==> src/rtl/serial_disp_port.sv <==
module serial_disp_port #(
  parameter int WORDS     = 17,
  parameter int WORD_BITS = 24,
  parameter int KEY_BITS  = 24
) (
  input  logic                 clk,
  input  logic                 rst_n,
  input  logic                 stb,
  input  logic                 sclk,
  input  logic                 sdi,
  input  logic [KEY_BITS-1:0]  key_in,
  output logic                 sdo_oe,
  output logic [3:0]           disp_mode,
  output logic [3:0]           disp_ctrl,
  input  logic [4:0]           disp_addr,
  output logic [WORD_BITS-1:0] disp_word
);
  localparam int BPW   = WORD_BITS / 8;
  localparam int BYTES = WORDS * BPW;
  localparam int AW    = $clog2(BYTES);
  localparam int KCW   = $clog2(KEY_BITS + 1);

  logic                sclk_q, got_cmd, rd_mode, fixed, rd_act;
  logic [2:0]          bitcnt;
  logic [7:0]          sh;
  logic [AW-1:0]       addr;
  logic [7:0]          mem [BYTES];
  logic [KEY_BITS-1:0] key_sr;
  logic [KCW-1:0]      rd_left;

  wire       rise  = sclk & ~sclk_q & ~stb;
  wire       fall  = ~sclk & sclk_q & ~stb;
  wire [7:0] nbyte = {sdi, sh[7:1]};
  wire       done  = rise && (bitcnt == 3'd7);
  wire [AW-1:0] addr_nx = (addr == AW'(BYTES - 1)) ? '0 : addr + 1'b1;

  always_ff @(posedge clk) begin
    if (!rst_n) begin
      sclk_q <= 1'b0; got_cmd <= 1'b0; rd_mode <= 1'b0; fixed <= 1'b0;
      rd_act <= 1'b0; bitcnt <= '0; sh <= '0; addr <= '0;
      key_sr <= '0; rd_left <= '0; sdo_oe <= 1'b0;
      disp_mode <= '0; disp_ctrl <= '0;
      for (int i = 0; i < BYTES; i++) mem[i] <= '0;
    end else begin
      sclk_q <= sclk;
      if (stb) begin
        bitcnt <= '0; got_cmd <= 1'b0; rd_act <= 1'b0; sdo_oe <= 1'b0;
      end else begin
        if (rise) begin
          sh     <= nbyte;
          bitcnt <= bitcnt + 3'd1;
        end
        if (done) begin
          if (!got_cmd) begin
            got_cmd <= 1'b1;
            case (nbyte[7:6])
              2'b00: disp_mode <= nbyte[3:0];
              2'b01: begin
                rd_mode <= nbyte[1];
                fixed   <= nbyte[2];
                if (nbyte[1]) begin
                  rd_act  <= 1'b1;
                  key_sr  <= key_in;
                  rd_left <= KCW'(KEY_BITS);
                end
              end
              2'b10: disp_ctrl <= nbyte[3:0];
              default: addr <= (int'(nbyte[5:0]) < BYTES) ? AW'(nbyte[5:0]) : '0;
            endcase
          end else if (!rd_mode) begin
            mem[addr] <= nbyte;
            if (!fixed) addr <= addr_nx;
          end
        end
        if (fall) begin
          if (rd_act && rd_left != '0) begin
            sdo_oe  <= ~key_sr[0];
            key_sr  <= key_sr >> 1;
            rd_left <= rd_left - 1'b1;
          end else begin
            sdo_oe <= 1'b0;
          end
        end
      end
    end
  end

  always_comb begin
    disp_word = '0;
    if (int'(disp_addr) < WORDS)
      for (int k = 0; k < BPW; k++)
        disp_word[8*k +: 8] = mem[AW'(int'(disp_addr) * BPW + k)];
  end
endmodule


==> config.mk <==
export PLATFORM = sky130hd
export DESIGN_NAME = serial_disp_port
export DESIGN_NICKNAME = d
export VERILOG_FILES = /design/src/rtl/serial_disp_port.sv
export SDC_FILE = /design/constraint.sdc
export NUM_CORES = 1
export LEC_CHECK = 0
export ABC_AREA = 0
export BUFFER_PORTS_ARGS = -buffer_cell sky130_fd_sc_hd__buf_4
export CORE_MARGIN = 2
export CORE_UTILIZATION = 60
export CTS_CLUSTER_SIZE = 16
export DETAILED_ROUTE_END_ITERATION = 16
export PLACE_DENSITY_LB_ADDON = 0.1
export SETUP_SLACK_MARGIN = 0.2
export SLEW_MARGIN = 20
export SYNTH_ARGS = -nofsm -noshare
export SYNTH_HDL_FRONTEND = slang
export SYNTH_SLANG_ARGS = --single-unit
export TNS_END_PERCENT = 20
==> constraint.sdc <==
create_clock -name clk -period 4.7 [get_ports clk]
set_input_delay 0.235 -clock clk [delete_from_list [all_inputs] [get_ports clk]]
set_output_delay 0.235 -clock clk [all_outputs]
set_load 0.02 [all_outputs]
### Word-level counts from Yosys, hierarchy flattened

Memory sizes are Yosys's and may differ from the RTL's.
Cells that the tools add are included.

* logic and storage cells: 82
* register bits after elaboration: 60
* memories kept: 1
* RAM bits: 408
* input bits: 34
* output and inout bits: 33

* add/sub/neg operators: 5
* mux-type cells: 30
* equality and inequality tests: 7
* bitwise operators: 10
* $mul: 1
* reductions and logical operators: 13
* $lt $le $gt $ge: 2

Memory list
* mem: words 51, width 8, read ports 3, clocked after Yosys merged registers in 0, wr ports 51, line 27 `logic [7:0] mem [BYTES];`

Operators by type and width (number)
* 24-bit two-way mux: 7
* 6-bit two-way mux: 7
* 5-bit two-way mux: 6
* 4-bit AND reduction: 4
* 6-bit by 2-bit adder with 6-bit output (second input constant): 2
* 1-bit two-way mux: 9
* 8-bit two-way mux: 1
* 8-bit OR reduction: 1
* 6-bit by 1-bit adder with 6-bit output (second input constant): 1
* 6-bit equality test (second input constant): 1
* 6-bit < comparator (second input constant): 1
* 5-bit by 2-bit multiplier with 6-bit output (second input constant): 1
* 1-bit NOT: 6
* 5-bit < comparator (second input constant): 1
* 5-bit AND reduction: 1
* 5-bit nonzero test: 1
* 5-bit by 1-bit subtractor with 5-bit output (second input constant): 1
* 1-bit bitwise AND: 4
* 2-bit != test (second input constant): 2
* 3-bit by 1-bit adder with 3-bit output (second input constant): 1
* 3-bit equality test (second input constant): 1
* 3-bit OR reduction: 1
* 2-bit by 1-bit equality test with 1-bit output (second input constant): 1
* 2-bit equality test (second input constant): 1
* 5 further kinds: 6

### Longest topological paths before layout

Gate-level depths: netlist of run 1.

* word-level depth: 10
* depth in mapped cells: 16
* mapped depth without buffers: 12

### Least setup slack after synthesis of run 1

Ideal clock, no wire load.

* kind: input -> output
* start: in disp_addr[0]
* end: out disp_word[16]
* path buffers: 4
* stages on the path: 13
* slack: 0.826 ns
* data required time: 4.465 ns
* arrival time: 3.639 ns
* cells stage by stage: ha_1 > inv_1 > fa_1 > buf_2 > inv_1 > ha_1 > buf_2 > clkbuf_1 > clkbuf_1 > mux4_2 > mux4_2 > mux2i_1 > o22ai_1

* longest elaborated chain between the ends: 4
* elaborated cells between the ends (all ways): 5
* those cells by class: add/sub: 1; mul: 1; order compare: 1; mux: 1; memory: 1

RTL lines
* start, declared: line 15 `input logic [4:0] disp_addr,`
* 5-bit by 2-bit multiplier with 6-bit output: line 92 `disp_word[8*k +: 8] = mem[AW'(int'(disp_addr) * BPW + k)];`
* 6-bit by 2-bit adder with 6-bit output: line 92
* memory read 51 x 8 bit
* 24-bit two-way mux (*): line 90 `if (int'(disp_addr) < WORDS)`
* end, declared: line 16 `output logic [WORD_BITS-1:0] disp_word`

Every way passes the cells marked *; elsewhere a longest branch is shown, timed or not.

### Final worst setup path of run 1

* start: in disp_addr[0]
* end: out disp_word[10]

Same word-level chain as after synthesis.

==> summary.md, run 1 <==
| Metric | Value |
|---|---|
| Outcome | completed |
| Final WL | 108,000 um |
| Largest net degree at the start of global routing | 133 |
| Total gr overflow | 0 |
| Int Pwr | 10,300 uW |
| Worst EP required | 4.47 ns |
| Initial antenna violation count | 2 |
| Minimum clock period | 4.59 ns |
| Fin crit share | 0.976 |
| CTS Buf Count | 60 |
| Leakage | 0.0127 uW |
| Post-Synthesis Cell Area | 34,200 um2 |
| GRT busiest layer | met2 |
| Grt met3 use | 0.104 |
| Unique masters post-synth | 62 |
| GP Congestion | 1.02 |
| Ys async rst share | 0 |
| # H-tree levels | 2 |
| Post-synth EDFFs | 512 |
| Final hold vios | 0 |
| Slack of the worst reg-to-reg path | 1.38 ns |
| R2R Path End | mem[39][0] |
| GR met1 Demand/Resource | 0.510 |
| Worst vdd ir | 0.330 mV |
| Worst hold path startpoint | stb |
| Fin util | 0.677 |
| Synthesis warning total | 0 |
| Initial DRC Count | 3,416 |
| Slew Limit Headroom | 0.206 |
| Worst Hold Class | input pin to flop |
| Worst Path Arrival | 4.35 ns |
| Worst R2R Path Depth | 7 |
| Final HPWL DP | 74,000 um |
| Die width | 243 um |
| TritonCTS Sinks | 571 |
| CP Launch Type | input pin |
| Top_reg_cell synth | edfxtp_1 |
| CP Max Fanout | 13 |
| CTS max path bufs | 3 |
| Synthesized area per cell | 14.3 um2 |
| Max-slew violations | 0 |
| Slew @ Worst Pin | 1.19 ns |
| Drt first pass iters | 5 |
| WHS | 0.0171 ns |
| Finish-stage setup viols | 0 |
| GRT met2 Usage | 0.560 |
| Max_cap viols | 0 |
| First-pass GRT wire length | 159,000 um |
| Row cnt | 87 |
| Hold Path Cell Cnt | 3 |
| Peak Freq | 218 MHz |
| Root buffer cell | clkbuf_16 |
| Clock Latency Late Sink | 0.65 ns |
| Synth-to-Final Area Change | 11.8% |
| DRC | 0 |
| Nets@finish | 2,487 |
| Routed via count | 23,500 |
| Clock Power Share | 0.345 |
| Share of post-route cells with drive strength above 1 | 0.302 |
| Seq pwr share | 0.403 |
| Core Area | 56,400 um2 |
| Worst Hold End | got_cmd |
| Wire per inst | 33.4 um |
| Seq/Total Area, Yosys | 0.485 |
| Clock-pin transition on the worst setup and hold timing paths | 0.06 ns |
| IO Pins | 67 |
| CTS tree | done |
| Commonest cells after routing, fill and taps aside | edfxtp_1, mux4_2, and2_1 |
| RSZ-0062 raised after global routing | yes |
| Comb power frac | 0.252 |
| Worst reg2reg path startpoint | sclk_q |
| Die height | 243 um |
| Syn_nets | 2,435 |
| Sw frac | 0.293 |
| Via/cell ratio | 7.24 |
| Full die area | 58,900 um2 |
| Final clock skew | 0.0218 ns |
| Vias in the first global route | 22,700 |
| Initial core utilization | 0.606 |
| Antenna Nets Post-Route | 0 |
| Commonest non-fill, non-tap cell in the layout | edfxtp_1 |
| Synth Instances | 2,387 |
| Overall Power | 14,600 uW |
| CP Capture Type | output pin |
| Crit Path Category | input pin to output pin |
| Cell Pwr Density | 382 nW/um2 |
| GRT Util Overall | 0.375 |
| Port Buffers | 66 |
| NetSw | 4270 uW |
| Synth Register Bits | 571 |
[registers in the layout, indices dropped and copies added, names as in the netlist, 3 cells and up]
signal and flops:
sh 7, key_sr 24, disp_ctrl 4, addr 6
mem 512, disp_mode 4, rd_left 5, bitcnt 3
[cell usage after synthesis, types with 18 or more instances]
cell      instances  area, um2
a211oi_1         30        225
a21oi_1          33        165
a31oi_1          18        113
and2_1          369       2310
buf_2            74        370
clkbuf_1        118        443
dfxtp_1          59       1180
edfxtp_1        512      15400
mux2i_1          81        811
mux4_2          417       9390
nand2_1         126        473
nand3_1          41        205
nor2_1          142        533
nor2b_1          33        206
nor3_1           59        295
o21ai_0          64        320
o221ai_1         23        201
[stage by stage]
step                instances  setup TNS (ns)  instance area (um2)  worst slack [ns]
global placement         3104          -0.146                35800           -0.0993
detailed placement       3104          -0.230                35800            -0.109
CTS                      3240               0                38100             0.135
global route             3244               0                38200             0.106
finish                   3245               0                38200             0.114
floorplan                2387               0                34200             0.826
[worst max path at each step]
| stage | end | from | slack, ns | cells after the start |
|---|---|---|---|---|
| floorplan | disp_word[18] | disp_addr[0] | 0.83 | 13 |
| global placement | disp_word[8] | disp_addr[0] | -0.1 | 14 |
| detailed placement | disp_word[8] | disp_addr[0] | -0.11 | 14 |
| CTS | disp_word[13] | disp_addr[0] | 0.13 | 14 |
| global route | disp_word[10] | disp_addr[0] | 0.11 | 13 |
| finish | disp_word[10] | disp_addr[0] | 0.11 | 13 |
[final cells by class]
class                      count  area (um2)
antenna                        1        2.50
inverter                      14        52.6
multi-input combinational   1575       16700
clock buffer                  80        1650
sequential                   571       16600
clock inverter                31         417
tap                          756         946
fill                        3950       18200
timing repair buffer         217        1890
[power by group through the flow]
stage	registers [uW]	logic, uW	clock network [uW]
finish	5870	3680	5020
global placement	5950	3510	0
global route	5880	3770	5250
floorplan	5870	2290	0
detailed placement	5970	3550	0
CTS	5860	3580	5040
[metal layers]
metal  vias to the layer above  part of all wire
li1                       9546                 -
met1                     11800              0.35
met2                      1801              0.45
met3                       301              0.13
met4                         2             0.062
met5                         -           0.00013
[what timing repair did]
item | CTS | global route
gates resized for setup | 4 | 1
buffers inserted | 0 | 4
hold buffers | 25 | 0
setup endpoints to repair | 3 | 4
pin swaps | 0 | 1
endpoints found under the hold margin | 26 | 0
[cell families (layout without fill, tap and decap cells)]
family | count (synthesis) | count (layout) | synth area share
other cells | 0 | 1 | 0
fa+ha+maj | 14 | 14 | 0.00535
buf+inv | 241 | 342 | 0.0318
flops | 571 | 571 | 0.485
simple gates | 818 | 818 | 0.128
mux | 502 | 502 | 0.301
xor+xnor | 19 | 19 | 0.00751
compound gates | 222 | 222 | 0.0421
[worst max-delay path: stages]
cell,delay (ns)
buf_8,0.10
ha_1,0.18
inv_1,0.06
fa_4,0.49
xnor2_2,0.58
nand4_1,0.16
mux2_2,0.36
xnor2_2,0.85
nand2_1,0.18
and3_1,0.25
nor3_1,0.53
buf_4,0.21
buf_4,0.13
Note: power is estimated with default switching activity, not from simulation.
==> run 2, diff against run 1 <==
--- a/config.mk
+++ b/config.mk
@@ -6,11 +6,11 @@
 export NUM_CORES = 1
 export LEC_CHECK = 0
 export ABC_AREA = 0
-export BUFFER_PORTS_ARGS = -buffer_cell sky130_fd_sc_hd__buf_4
 export CORE_MARGIN = 2
 export CORE_UTILIZATION = 60
 export CTS_CLUSTER_SIZE = 16
 export DETAILED_ROUTE_END_ITERATION = 16
+export DONT_BUFFER_PORTS = 1
 export PLACE_DENSITY_LB_ADDON = 0.1
 export SETUP_SLACK_MARGIN = 0.2
 export SLEW_MARGIN = 20
==> run 2 against run 1 <==
Compared with the run above: non-clock buffer count decreased by 58; clock skew decreased by 0.0063 ns; global-route usage decreased by 0.86 points; power decreased by 0.79%; flip-flop and latch count unchanged.
==> summary.md, run 2 (synthesis results as in run 1) <==
| Metric | Value |
|---|---|
| Peak Freq | 227 MHz |
| RSZ-0062 raised after global routing | no |
| Clock-pin transition on the worst setup and hold timing paths | 0.06 ns |
| Critical Path Max Stage Delay | 0.72 ns |
| Wire per inst | 33.3 um |
| GRT Util Overall | 0.366 |
| CTS tree | done |
| Seq. cell area | 16,600 um2 |
| GP Congestion | 0.957 |
| Clock Latency Late Sink | 0.65 ns |
| Finish-stage setup viols | 0 |
| Max reg flops | 512 |
| Max_cap viols | 0 |
| Final WL | 106,000 um |
| Max-slew violations | 0 |
| R2R Path End | mem[54][6] |
| Worst R2R Path Depth | 6 |
| CP max stage cell | fa_4 |
| Antenna Nets Post-Route | 0 |
| Minimum clock period | 4.41 ns |
| TritonCTS Sinks | 571 |
| Largest regs | mem: 512 flops, key_sr: 24 flops, sh: 7 flops |
| Root buffer cell | clkbuf_16 |
| Setup Fix Bufs, Post-CTS | 0 |
| Synth-to-Final Area Change | 10.5% |
| Drt first pass iters | 8 |
| Worst-path cell chain | ha_1 > inv_1 > fa_4 > inv_1 > ha_4 > nand4_1 > mux2_2 > xnor2_2 > a311oi_1 > buf_4 > a211oi_1 > nor3_1 > buf_4 > buf_4 |
| Nets@finish | 2,429 |
| Commonest cells after routing, fill and taps aside | edfxtp_1, mux4_2, and2_1 |
| WHS | 0.0235 ns |
| Levels on crit path | 14 |
| Outcome | completed |
| Initial core utilization | 0.606 |
| # H-tree levels | 2 |
| First-pass GRT wire length | 156,000 um |
| Reg with most FFs | mem |
| TNS Setup | 0 ns |
| Slack of the worst reg-to-reg path | 1.24 ns |
| Core Area | 56,400 um2 |
| CTS max path bufs | 3 |
| Post-Place Worst Slack | 0.446 ns |
| Leakage | 0.0125 uW |
| Cell Pwr Density | 383 nW/um2 |
| Commonest non-fill, non-tap cell in the layout | edfxtp_1 |
| Full die area | 58,900 um2 |
| Cell mode on critical path | buf_4 |
| Vias in the first global route | 22,900 |
| Crit. Startpoint | disp_addr[0] |
| Worst vdd ir | 0.298 mV |
| Routed via count | 23,400 |
| CP Max Fanout | 342 |
| Multi-input logic area | 16,600 um2 |
| Die height | 243 um |
| Placed instance area | 35,300 um2 |
| Worst EP required | 4.47 ns |
| Worst Path Arrival | 4.17 ns |
| Final HPWL DP | 70,800 um |
| Worst Hold Class | input pin to flop |
| Port Buffers | 0 |
| Initial antenna violation count | 1 |
| Slew Limit Headroom | 0.151 |
| Worst reg2reg path startpoint | sclk_q |
| Die width | 243 um |
| CP Launch Type | input pin |
| Final hold vios | 0 |
| DRC | 0 |
| Worst Setup EP | disp_word[9] |
| Largest net degree at the start of global routing | 343 |
| Fin area | 37,800 um2 |
| Slew @ Worst Pin | 1.27 ns |
| CP top delay family | adder cells |
| Crit Path Category | input pin to output pin |
| IO Pins | 67 |
| CP Capture Type | output pin |
| Crit path buffers/inverters | 5 |
| CTS Buf Count | 60 |
| Via/cell ratio | 7.34 |
| Share of post-route cells with drive strength above 1 | 0.280 |
| Fillers | 3,989 |
| Final setup margin | 0.292 ns |
| Final clock skew | 0.0156 ns |
| Initial DRC Count | 3,344 |
| Row cnt | 87 |
| Fin crit share | 0.938 |
| Total gr overflow | 0 |
==> run 2: changes by cell type in the layout (fill, tap and decap cells not counted), sizes merged <==
cell,before,now
buf,192,130
clkinv,14,24
clkbuf,80,72
dlygate4sd3,25,29
bufinv,9,10
inv,18,17
==> run 2: worst min path at each step <==
stage	startpoint	end	slack (ns)	cells past startpoint
finish	sdi	disp_ctrl[0]	0.02	3
global placement	rst_n	key_sr[23]	0.36	2
CTS	sdi	disp_ctrl[0]	0.001	3
detailed placement	sclk	sclk_q	0.36	1
global route	sdi	disp_ctrl[3]	0.03	3
floorplan	sdi	mem[51][7]	0.33	0
==> run 2: worst reg2reg max path, cell delays in order, from the launching register on <==
cell	delay (ns)
dfxtp_1	0.33
nor3b_2	0.15
buf_4	0.22
nand2_2	0.18
nor3_4	0.37
nand4_1	0.61
nor2_1	1.20
==> run 2: power by group <==
| group | total (uW) | switching, uW | internal [uW] |
|---|---|---|---|
| Sequential | 5890 | 194 | 5690 |
| Clock | 5130 | 2090 | 3040 |
| Combinational | 3440 | 1890 | 1550 |
==> run 2: per-layer routing <==
| layer | up-vias | part of all wire | global-route usage |
|---|---|---|---|
| met2 | 1812 | 0.46 | 0.555 |
| met3 | 286 | 0.13 | 0.108 |
| met5 | - | 0 | 0 |
| li1 | 9448 | - | - |
| met1 | 11900 | 0.36 | 0.502 |
| met4 | 0 | 0.049 | 0.154 |
==> run 2: layout make-up <==
class | instances | share of cell area
multi-input cells | 1575 | 0.441
diodes | 1 | 0.0000663
clock inverters | 41 | 0.0131
repair buffers | 159 | 0.0376
inverters | 14 | 0.00139
well taps | 756 | 0.0251
clock buffers | 72 | 0.0435
flip-flops and latches | 571 | 0.439
==> run 2: timing repair <==
item | in CTS | in global routing
resized for setup | 0 | 0
hold buffers | 31 | 0
endpoints found under the hold margin | 246 | 0
==> run 2: through the flow <==
stage	util	total power, uW	instances
after detailed placement	0.625	9260	3044
final	0.670	14500	3189
after global routing	0.670	14800	3188
after global placement	0.625	9220	3044
after CTS	0.669	14400	3188
after floorplan	-	8160	2387
